`src/rtl/sig_compactor.sv`:
```
module sig_compactor #(
  parameter int W = 16,
  parameter logic [W-1:0] POLY = W'('h1021)
) (
  input  logic clk,
  input  logic rst_n,
  input  logic shift_dr,
  input  logic sel_chain,
  input  logic comp_start,
  input  logic comp_stop,
  input  logic scan_in,
  output logic scan_out,
  output logic comp_on
);

  logic [W-1:0] sig;
  logic         fb;

  assign fb       = sig[W-1] ^ scan_in;
  assign scan_out = sel_chain ? sig[0] : scan_in;

  always_ff @(posedge clk) begin
    if (!rst_n)          comp_on <= 1'b0;
    else if (comp_stop)  comp_on <= 1'b0;
    else if (comp_start) comp_on <= 1'b1;
  end

  always_ff @(posedge clk) begin
    if (!rst_n)
      sig <= '0;
    else if (shift_dr) begin
      if (sel_chain)
        sig <= {scan_in, sig[W-1:1]};
      else if (comp_on)
        sig <= {sig[W-2:0], 1'b0} ^ (fb ? POLY : '0);
    end
  end

endmodule


```
`config.mk`:
```
export PLATFORM = sky130hd
export DESIGN_NAME = sig_compactor
export DESIGN_NICKNAME = d
export VERILOG_FILES = /design/src/rtl/sig_compactor.sv
export SDC_FILE = /design/constraint.sdc
export NUM_CORES = 1
export LEC_CHECK = 0
export ABC_CLOCK_PERIOD_IN_PS = 1900
export BUFFER_PORTS_ARGS = -buffer_cell sky130_fd_sc_hd__buf_2
export CAP_MARGIN = 20
export CORE_MARGIN = 2
export CORE_UTILIZATION = 59
export DETAILED_ROUTE_END_ITERATION = 10
export PLACE_DENSITY = 0.78
export SLEW_MARGIN = 20
export SYNTH_ARGS = -nofsm -noshare
export SYNTH_HDL_FRONTEND = slang
export SYNTH_SLANG_ARGS = --single-unit
```
`constraint.sdc`:
```
create_clock -name clk -period 1.9 [get_ports clk]
set_clock_uncertainty 0.2 [all_clocks]
set_input_delay 0.38 -clock clk [delete_from_list [all_inputs] [get_ports clk]]
set_output_delay 0.38 -clock clk [all_outputs]
set_load 0.005 [all_outputs]
```
==> impl_results.md, run 1 <==
- Yosys top cell area share: 0.392
- Overflow after GRT: 0
- Sequential power share: 0.578
- Placed cell area: 877 um^2
- Gate Count Post-Synth: 85
- Final Cell Area: 903 um^2
- CTS sink count: 17
- Die Wd: 42.4 um
- CTS tree: yes
- Non-Filler Instances: 107
- WS Path Type: reg -> out
- Core area: 1330 um^2
- Post-CTS Setup Bufs: 0
- Reg clk slew, reported paths: 0.09 ns
- Sequential element share of the synthesized area: 0.392
- Final setup margin: 0.326 ns
- Crit-path slowest cell: dfxtp_1
- Slew HR: 0.789
- Reg2reg path depth: 3
- CTS root buffer: clkbuf_4
- Die height: 42.4 um
- Slew Limit Fails: 0
- Switching pwr: 177 uW
- Global-route wire length before repair: 2360 um
- Hold Crit Start: comp_stop
- Tmin final: 1.57 ns
- Row count: 13
- Status: complete, no violations
- Post-Syn Area: 868 um^2
- Distinct cells, synth: 17
- Worst slack at placement: 0.352 ns
- Vias in the first global route: 560
- Comb pwr share: 0.157
- Cell leakage power: 0.522 nW
- Avg Cell Area, Syn: 10.2 um^2
- Post-synth top cells: 17 x dfxtp_1, 17 x nand2_1, 15 x mux2i_1
- Post-synthesis async set-or-reset flop share: 0
- Final period util: 0.829
- Crit path required time: 1.32 ns
- RSZ-0062 raised after global routing: no
- Hold WC Path Type: in -> reg
- Area delta synth->final: 4.03%
- DRC: 0
- Routed WL: 1370 um
- Largest net degree at the start of global routing: 33
- CTS Buf Count: 3
- Hold EP: comp_on
- Worst-Skew Late Latency: 0.28 ns
- Filler Cells Inserted: 116
- Post-route ant nets: 0
- R2r startpoint: comp_on
- Initial Util: 0.651
- Pre-Repair DR Iteration Count: 4
- Syn nets: 92
- Post-CTS Resized: 0
- Number of flops mapped to enable cells by yosys: 0
- Worst r2r dst: sig[0]
- Share of cells above drive strength 1: 0.196
- Maximum clock rate: 0.635 GHz
- Worst Path Arrival: 0.99 ns
- Hold_buf cts: 0
- Final setup viols: 0
- Max-cap viol count: 0
- DR vias: 599
- CP cell instances: mux2_2 -> buf_2
- Register area: 340 um^2
- Hold Vio Cnt, Final: 0
- Synth area leader: dfxtp_1
- CTS Buffer Depth: 2
- Power per cell area: 771 nW/um^2
- Total Routing Usage GR: 0.174
- I/O pin count: 9
- Internal power: 519 uW
- GPL Wtd Cong: 0.756
- Placed Cells: 103
- Net Sw Frac: 0.255
- Slew @ Worst Pin: 0.317 ns
- Final nets: 100
- Setup crit start kind: register
- Number of diodes: 0
- Initial antenna violation count: 0
- Multi-input gate area: 463 um^2
- Iter 0 DRT Violations: 6
- Detailed placement HPWL: 915 um
- Top post-synthesis cells by area: dfxtp_1 39%, mux2i_1 17%, o211a_1 15%
- Maximum VDD drop: 0.593 mV
- Routed wire per std cell: 12.8 um
- Final TNS setup: 0 ns
- Slowest stage delay, CP: 0.33 ns
- Htree depth: 1
- Reg2reg setup slack: 0.61 ns
- Port bufs: 8
- Synthesized flop and latch total: 17
- Top FF cell, synth: dfxtp_1
- Die area: 1790 um^2
- Yosys warnings: 0
- WHS Path Cells: 2
- Clock power frac: 0.265
- Crit. End Element: primary output
- Crit path max fanout: 3
- Via density: 5.60
-- stage by stage --
stage,utilization,total power [mW],hold WS [ns]
finish,0.677,0.697,0.0418
global route,0.677,0.742,0.0400
CTS,0.677,0.714,0.0211
detailed placement,0.658,0.521,0.295
global placement,0.658,0.517,0.286
floorplan,-,0.504,0.256
-- worst max-delay path: cells and delay by family, from the launching register on --
| family | cells | cell delay, ns |
|---|---|---|
| multiplexers | 1 | 0.26 |
| buffers and inverters | 1 | 0.12 |
| flip-flops | 1 | 0.33 |
-- cells by family (layout without fill, tap and decap cells) --
group,count (synthesis),after routing,synth area share
compound gates,20,20,0.209
xor+xnor,1,1,0.0187
buf+inv,7,14,0.0749
flops,17,17,0.392
mux,16,16,0.186
simple gates,24,24,0.120
-- cell type report --
cell class | instances | share of cell area
clock buffer | 4 | 0.0291
multi-input combinational | 61 | 0.512
sequential | 17 | 0.377
tap | 15 | 0.0208
timing repair buffer | 10 | 0.0609
-- cells in the final DEF (no fill, tap or decap) --
cell type and count:
buf_2 8, mux2_2 1, buf_4 2, clkbuf_1 1, and2b_2 2, o21a_4 1, clkbuf_4 3, xnor2_2 1
nand2_1 17, o211a_1 13, dfxtp_1 17, nor2_1 4, mux2i_1 15, nor3b_1 1, a31o_1 1, a31oi_1 2
o21ai_0 2, o21ai_1 1
-- flip-flops by register name, summed over array words and instances (netlist names) --
signal,flops
comp_on,1
sig,16
-- power by group through the flow --
stage	clock (mW)	combinational (mW)	sequential, mW
finish	0.185	0.110	0.403
global placement	0	0.107	0.410
detailed placement	0	0.110	0.411
CTS	0.200	0.111	0.403
floorplan	0	0.0989	0.405
global route	0.214	0.122	0.406
-- worst max path at each step --
stage / slack [ns] / endpoint / cells after the start / from
after floorplan: 0.49 / scan_out / 2 / sel_chain
after global placement: 0.36 / scan_out / 3 / sel_chain
after detailed placement: 0.35 / scan_out / 3 / sel_chain
after CTS: 0.30 / scan_out / 2 / sig[0]
after global routing: 0.29 / scan_out / 2 / sig[0]
final: 0.33 / scan_out / 2 / sig[0]
-- layer usage --
metal / global-route usage / vias to the layer above / routed length [um]
met2: 0.283 / 5 / 653
met5: 0 / - / 0
met3: 0.0259 / 2 / 27
li1: - / 319 / -
met1: 0.211 / 273 / 676
met4: 0.113 / 0 / 14
Note: power is estimated with default switching activity, not from simulation.
==> run 2: changes to the inputs <==
Settings changed: ABC_AREA from default to 1, ABC_CLOCK_PERIOD_IN_PS 1900 to 1500, CORE_UTILIZATION 59 to 54, PLACE_DENSITY 0.78 to 0.72.
Clock period 1.9 ns to 1.5 ns, I/O delays scaled along.
==> impl_results.md, run 2 <==
- CTS Buf Count: 3
- Number of diodes: 0
- Maximum VDD drop: 0.685 mV
- Initial antenna violation count: 0
- Post-Syn Area: 812 um^2
- Biggest register: sig
- Via density: 5.52
- Final setup margin: 0.101 ns
- Avg Cell Area, Syn: 7.12 um^2
- Detailed placement HPWL: 1120 um
- CTS sink count: 17
- Synthesized flop and latch total: 17
- CTS tree: yes
- Distinct cells, synth: 17
- Final Cell Area: 880 um^2
- I/O pin count: 9
- Pre-Repair DR Iteration Count: 4
- Setup crit start kind: register
- Slew @ Worst Pin: 0.257 ns
- Row count: 13
- CTS root buffer: clkbuf_4
- Final period util: 0.932
- Most common cell in the synthesized netlist: nand2_1
- Vias in the first global route: 657
- Hold WC Path Type: in -> reg
- Post-synthesis async set-or-reset flop share: 0
- Power per cell area: 983 nW/um^2
- Final setup viols: 0
- Area delta synth->final: 8.32%
- Post-CTS Setup Bufs: 0
- Largest regs: sig x16, comp_on x1
- Die height: 42.8 um
- Max-cap viol count: 0
- Final TNS setup: 0 ns
- Top FF cell, synth: dfxtp_1
- WS Path Type: reg -> out
- Largest register FFs: 16
- DRC: 0
- Worst-Skew Late Latency: 0.29 ns
- Synth area leader: dfxtp_1
- Crit path max fanout: 3
- Filler Cells Inserted: 141
- Reg clk slew, reported paths: 0.10 ns
- Core area: 1350 um^2
- Die Wd: 42.8 um
- Crit. End Element: primary output
- Top post-synthesis cells by area: dfxtp_1 42%, nand2_1 16%, o21ai_0 8.0%
- Syn nets: 121
- Final nets: 131
- Number of flops mapped to enable cells by yosys: 0
- Total power draw: 864 uW
- Commonest non-fill, non-tap cell in the layout: nand2_1
- Htree depth: 1
- Yosys top cell area share: 0.419
- Post-route ant nets: 0
- Worst slack at placement: 0.0740 ns
- Multi-input gate area: 394 um^2
- Largest net degree at the start of global routing: 18
- Gate Count Post-Synth: 114
- Initial Util: 0.601
- Share of cells above drive strength 1: 0.138
- Register area: 340 um^2
- Maximum clock rate: 0.715 GHz
- Iter 0 DRT Violations: 21
- DR vias: 762
- Yosys warnings: 0
- Slew HR: 0.829
- Sequential element share of the synthesized area: 0.419
- GPL Wtd Cong: 0.787
- Hold Vio Cnt, Final: 0
- Port bufs: 8
- Crit path required time: 1.00 ns
- Total Routing Usage GR: 0.190
- RSZ-0062 raised after global routing: no
- Post-synth top cells: 34 x nand2_1, 17 x dfxtp_1, 13 x o21ai_0
- Cell leakage power: 0.401 nW
- Status: complete, no violations
- Hold slack final: 0.0912 ns
- Slew Limit Fails: 0
- Most frequent cells in the layout: 34 x nand2_1, 17 x dfxtp_1, 13 x o21ai_0
- Worst Path Arrival: 0.90 ns
- Reg2reg setup slack: 0.31 ns
- CTS Buffer Depth: 2
- Overflow after GRT: 0
- Placed cell area: 842 um^2
- Global-route wire length before repair: 2690 um
- Routed wire per std cell: 11.2 um
- Tmin final: 1.40 ns
- Routed WL: 1550 um
- Post-CTS Resized: 0
- Die area: 1830 um^2
-- run 2: cells by family after synthesis --
group | share of synthesized area
flip-flops | 0.419
buffers and inverters | 0.0955
AO/OA/AOI/OAI | 0.245
AND/OR/NAND/NOR | 0.240
-- run 2: cell type report --
type | instances | share of cell area
clock buffers | 3 | 0.0256
clock inverters | 1 | 0.00569
inverters | 9 | 0.0384
multi-input cells | 82 | 0.448
flip-flops and latches | 17 | 0.387
well taps | 15 | 0.0213
repair buffers | 11 | 0.0740
-- run 2: worst paths after layout --
path,from,to,cells after the start
setup / recovery,sig[0],scan_out,3
hold / removal,comp_start,comp_on,3
setup reg to reg,comp_on,sig[14],4
hold reg to reg,sig[5],sig[5],2
-- run 2: timing repair --
item | 4_1_cts | 5_1_grt
hold buffers | 1 | 0
endpoints found under the hold margin | 1 | 0
setup endpoints to repair | 0 | 0
-- run 2: report_power, final --
part,switching (mW),total (mW),leakage [nW],internal (mW)
Combinational,0.0781,0.128,0.244,0.0503
Sequential,0.0186,0.499,0.140,0.480
Clock,0.138,0.237,0.0177,0.0989
Total,0.235,0.864,0.401,0.629
-- run 2: worst max-delay path, stage by stage (launching register included) --
cell	delay [ns]
dfxtp_1	0.37
nand2_1	0.05
o21ai_0	0.06
buf_2	0.13
-- run 2: per-stage QoR --
stage	utilization	cells
after floorplan	-	114
after global placement	0.624	133
after detailed placement	0.624	133
after CTS	0.652	138
after global routing	0.652	138
final	0.652	138
-- run 2: per-layer routing --
metal  up-vias  wire length, um  part of all wire  GRT usage
met3         0               85             0.055     0.0255
met1       344              792              0.51      0.265
met4         0                0                 0     0.0563
met2        19              673              0.43      0.303
met5         -                0                 0          0
li1        399                -                 -          -
==> run 3: changes to the inputs <==
Settings changed: CELL_PAD_IN_SITES_DETAIL_PLACEMENT from default to 0, CELL_PAD_IN_SITES_GLOBAL_PLACEMENT from default to 2, CORE_UTILIZATION 54 to 31, PLACE_DENSITY 0.72 to 0.73, SLEW_MARGIN 20 to 5.
==> impl_results.md, run 3 (synthesis gave the netlist of run 2 again) <==
- Clock power frac: 0.280
- GR peak layer: met2
- Non-Filler Instances: 155
- CTS tree: yes
- CP cell instances: nand2_1 -> o21ai_0 -> buf_2
- Largest register FFs: 16
- Via density: 4.92
- Row count: 18
- Detailed placement HPWL: 1280 um
- GPL Wtd Cong: 0.738
- WS Path Type: reg -> out
- Maximum VDD drop: 0.543 mV
- Overflow after GRT: 0
- CTS sink count: 17
- Iter 0 DRT Violations: 6
- Sequential power share: 0.561
- Die area: 3040 um^2
- Setup crit start kind: register
- Status: complete, no violations
- Slew HR: 0.810
- Met3 GRT Util: 0.0242
- Final TNS setup: 0 ns
- Hold WC Path Type: in -> reg
- Filler Cells Inserted: 273
- Largest regs: sig x16, comp_on x1
- Reg clk slew, reported paths: 0.10 ns
- DR vias: 762
- Power per cell area: 959 nW/um^2
- Commonest non-fill, non-tap cell in the layout: nand2_1
- Biggest register: sig
- GR met1 Demand/Resource: 0.202
- Final period util: 0.966
- Hold Vio Cnt, Final: 0
- Switching pwr: 253 uW
- Die Wd: 55.2 um
- Post-CTS Setup Bufs: 0
- Global-route wire length before repair: 3090 um
- CTS Buf Count: 3
- Cell leakage power: 0.416 nW
- CTS root buffer: clkbuf_4
- Post-route ant nets: 0
- Die height: 55.2 um
- Slowest stage delay, CP: 0.36 ns
- Htree depth: 1
- Pre-Repair DR Iteration Count: 4
- Area delta synth->final: 14.2%
- Worst-Skew Late Latency: 0.29 ns
- Tmin final: 1.45 ns
- Most frequent cells in the layout: 34 x nand2_1, 16 x dfxtp_1, 13 x o21ai_0
- Crit path required time: 1.00 ns
- Port bufs: 8
- Vias in the first global route: 689
- Total Routing Usage GR: 0.146
- Routed wire per std cell: 12.2 um
- Placed Cells: 150
- RSZ-0062 raised after global routing: no
- Internal power: 637 uW
- Met2 Usage GRT: 0.224
- CTS Buffer Depth: 2
- Slew @ Worst Pin: 0.285 ns
- Share of cells above drive strength 1: 0.160
- I/O pin count: 9
- Initial Util: 0.328
- Max-cap viol count: 0
- Comb pwr share: 0.159
- Initial antenna violation count: 0
- Net Sw Frac: 0.284
- Final nets: 133
- Crit-path slowest cell: dfxtp_2
- Routed WL: 1890 um
- Slew Limit Fails: 0
- Core area: 2480 um^2
- Largest net degree at the start of global routing: 18
- Maximum clock rate: 0.690 GHz
- Crit. End Element: primary output
- Worst Path Arrival: 0.95 ns
- Final setup viols: 0
- Number of diodes: 0
- Crit path max fanout: 3
- DRC: 0
[run 3: through the flow]
stage	utilization	power (mW)	setup WS, ns	hold WS [ns]	cell area (um^2)
6_report	0.374	0.889	0.0507	0.0588	927
5_1_grt	0.374	0.941	0.0101	0.0933	927
4_1_cts	0.374	0.906	0.0145	0.0514	926
3_5_place_dp	0.359	0.648	0.162	0.258	888
3_3_place_gp	0.359	0.648	0.158	0.261	888
2_1_floorplan	-	0.605	0.201	0.179	812
[run 3: cell type report]
| class | count | area [um^2] | share of cell area |
|---|---|---|---|
| clock buffer | 3 | 22.5 | 0.0243 |
| tap | 30 | 37.5 | 0.0405 |
| clock inverter | 1 | 5.00 | 0.00540 |
| multi-input combinational | 82 | 394 | 0.425 |
| timing repair buffer | 13 | 92.6 | 0.0999 |
| sequential | 17 | 342 | 0.368 |
| inverter | 9 | 33.8 | 0.0364 |
[run 3: worst max-delay path, delay by kind of cell, from the launching register on]
kind            cells  cell delay [ns]
compound gates      1             0.10
flops               1             0.36
buf+inv             1             0.15
simple gates        1             0.06
[run 3: timing repair]
item                                    in CTS  in global routing
hold buffers                                 1                  0
resized for setup                            0                  1
endpoints found under the hold margin        1                  0
endpoints found under the setup margin       0                  1
[run 3: worst paths after layout]
check,end,from,cells after the start,slack (ns)
worst max-delay path,scan_out,sig[0],3,0.05
worst min-delay path,comp_on,comp_start,3,0.06
worst max register to register,sig[14],comp_on,4,0.28
worst min register to register,sig[5],sig[5],2,0.27
[run 3: routing by layer]
layer	wire [um]	up-vias
met3	68	2
met1	956	344
met2	845	14
li1	-	402
met4	16	0
met5	0	-
[run 3: power groups by stage]
stage	Clock (mW)	Combinational, mW	Sequential [mW]
finish	0.249	0.142	0.499
global route	0.276	0.163	0.502
CTS	0.265	0.143	0.498
detailed placement	0	0.140	0.508
global placement	0	0.139	0.508
floorplan	0	0.102	0.504
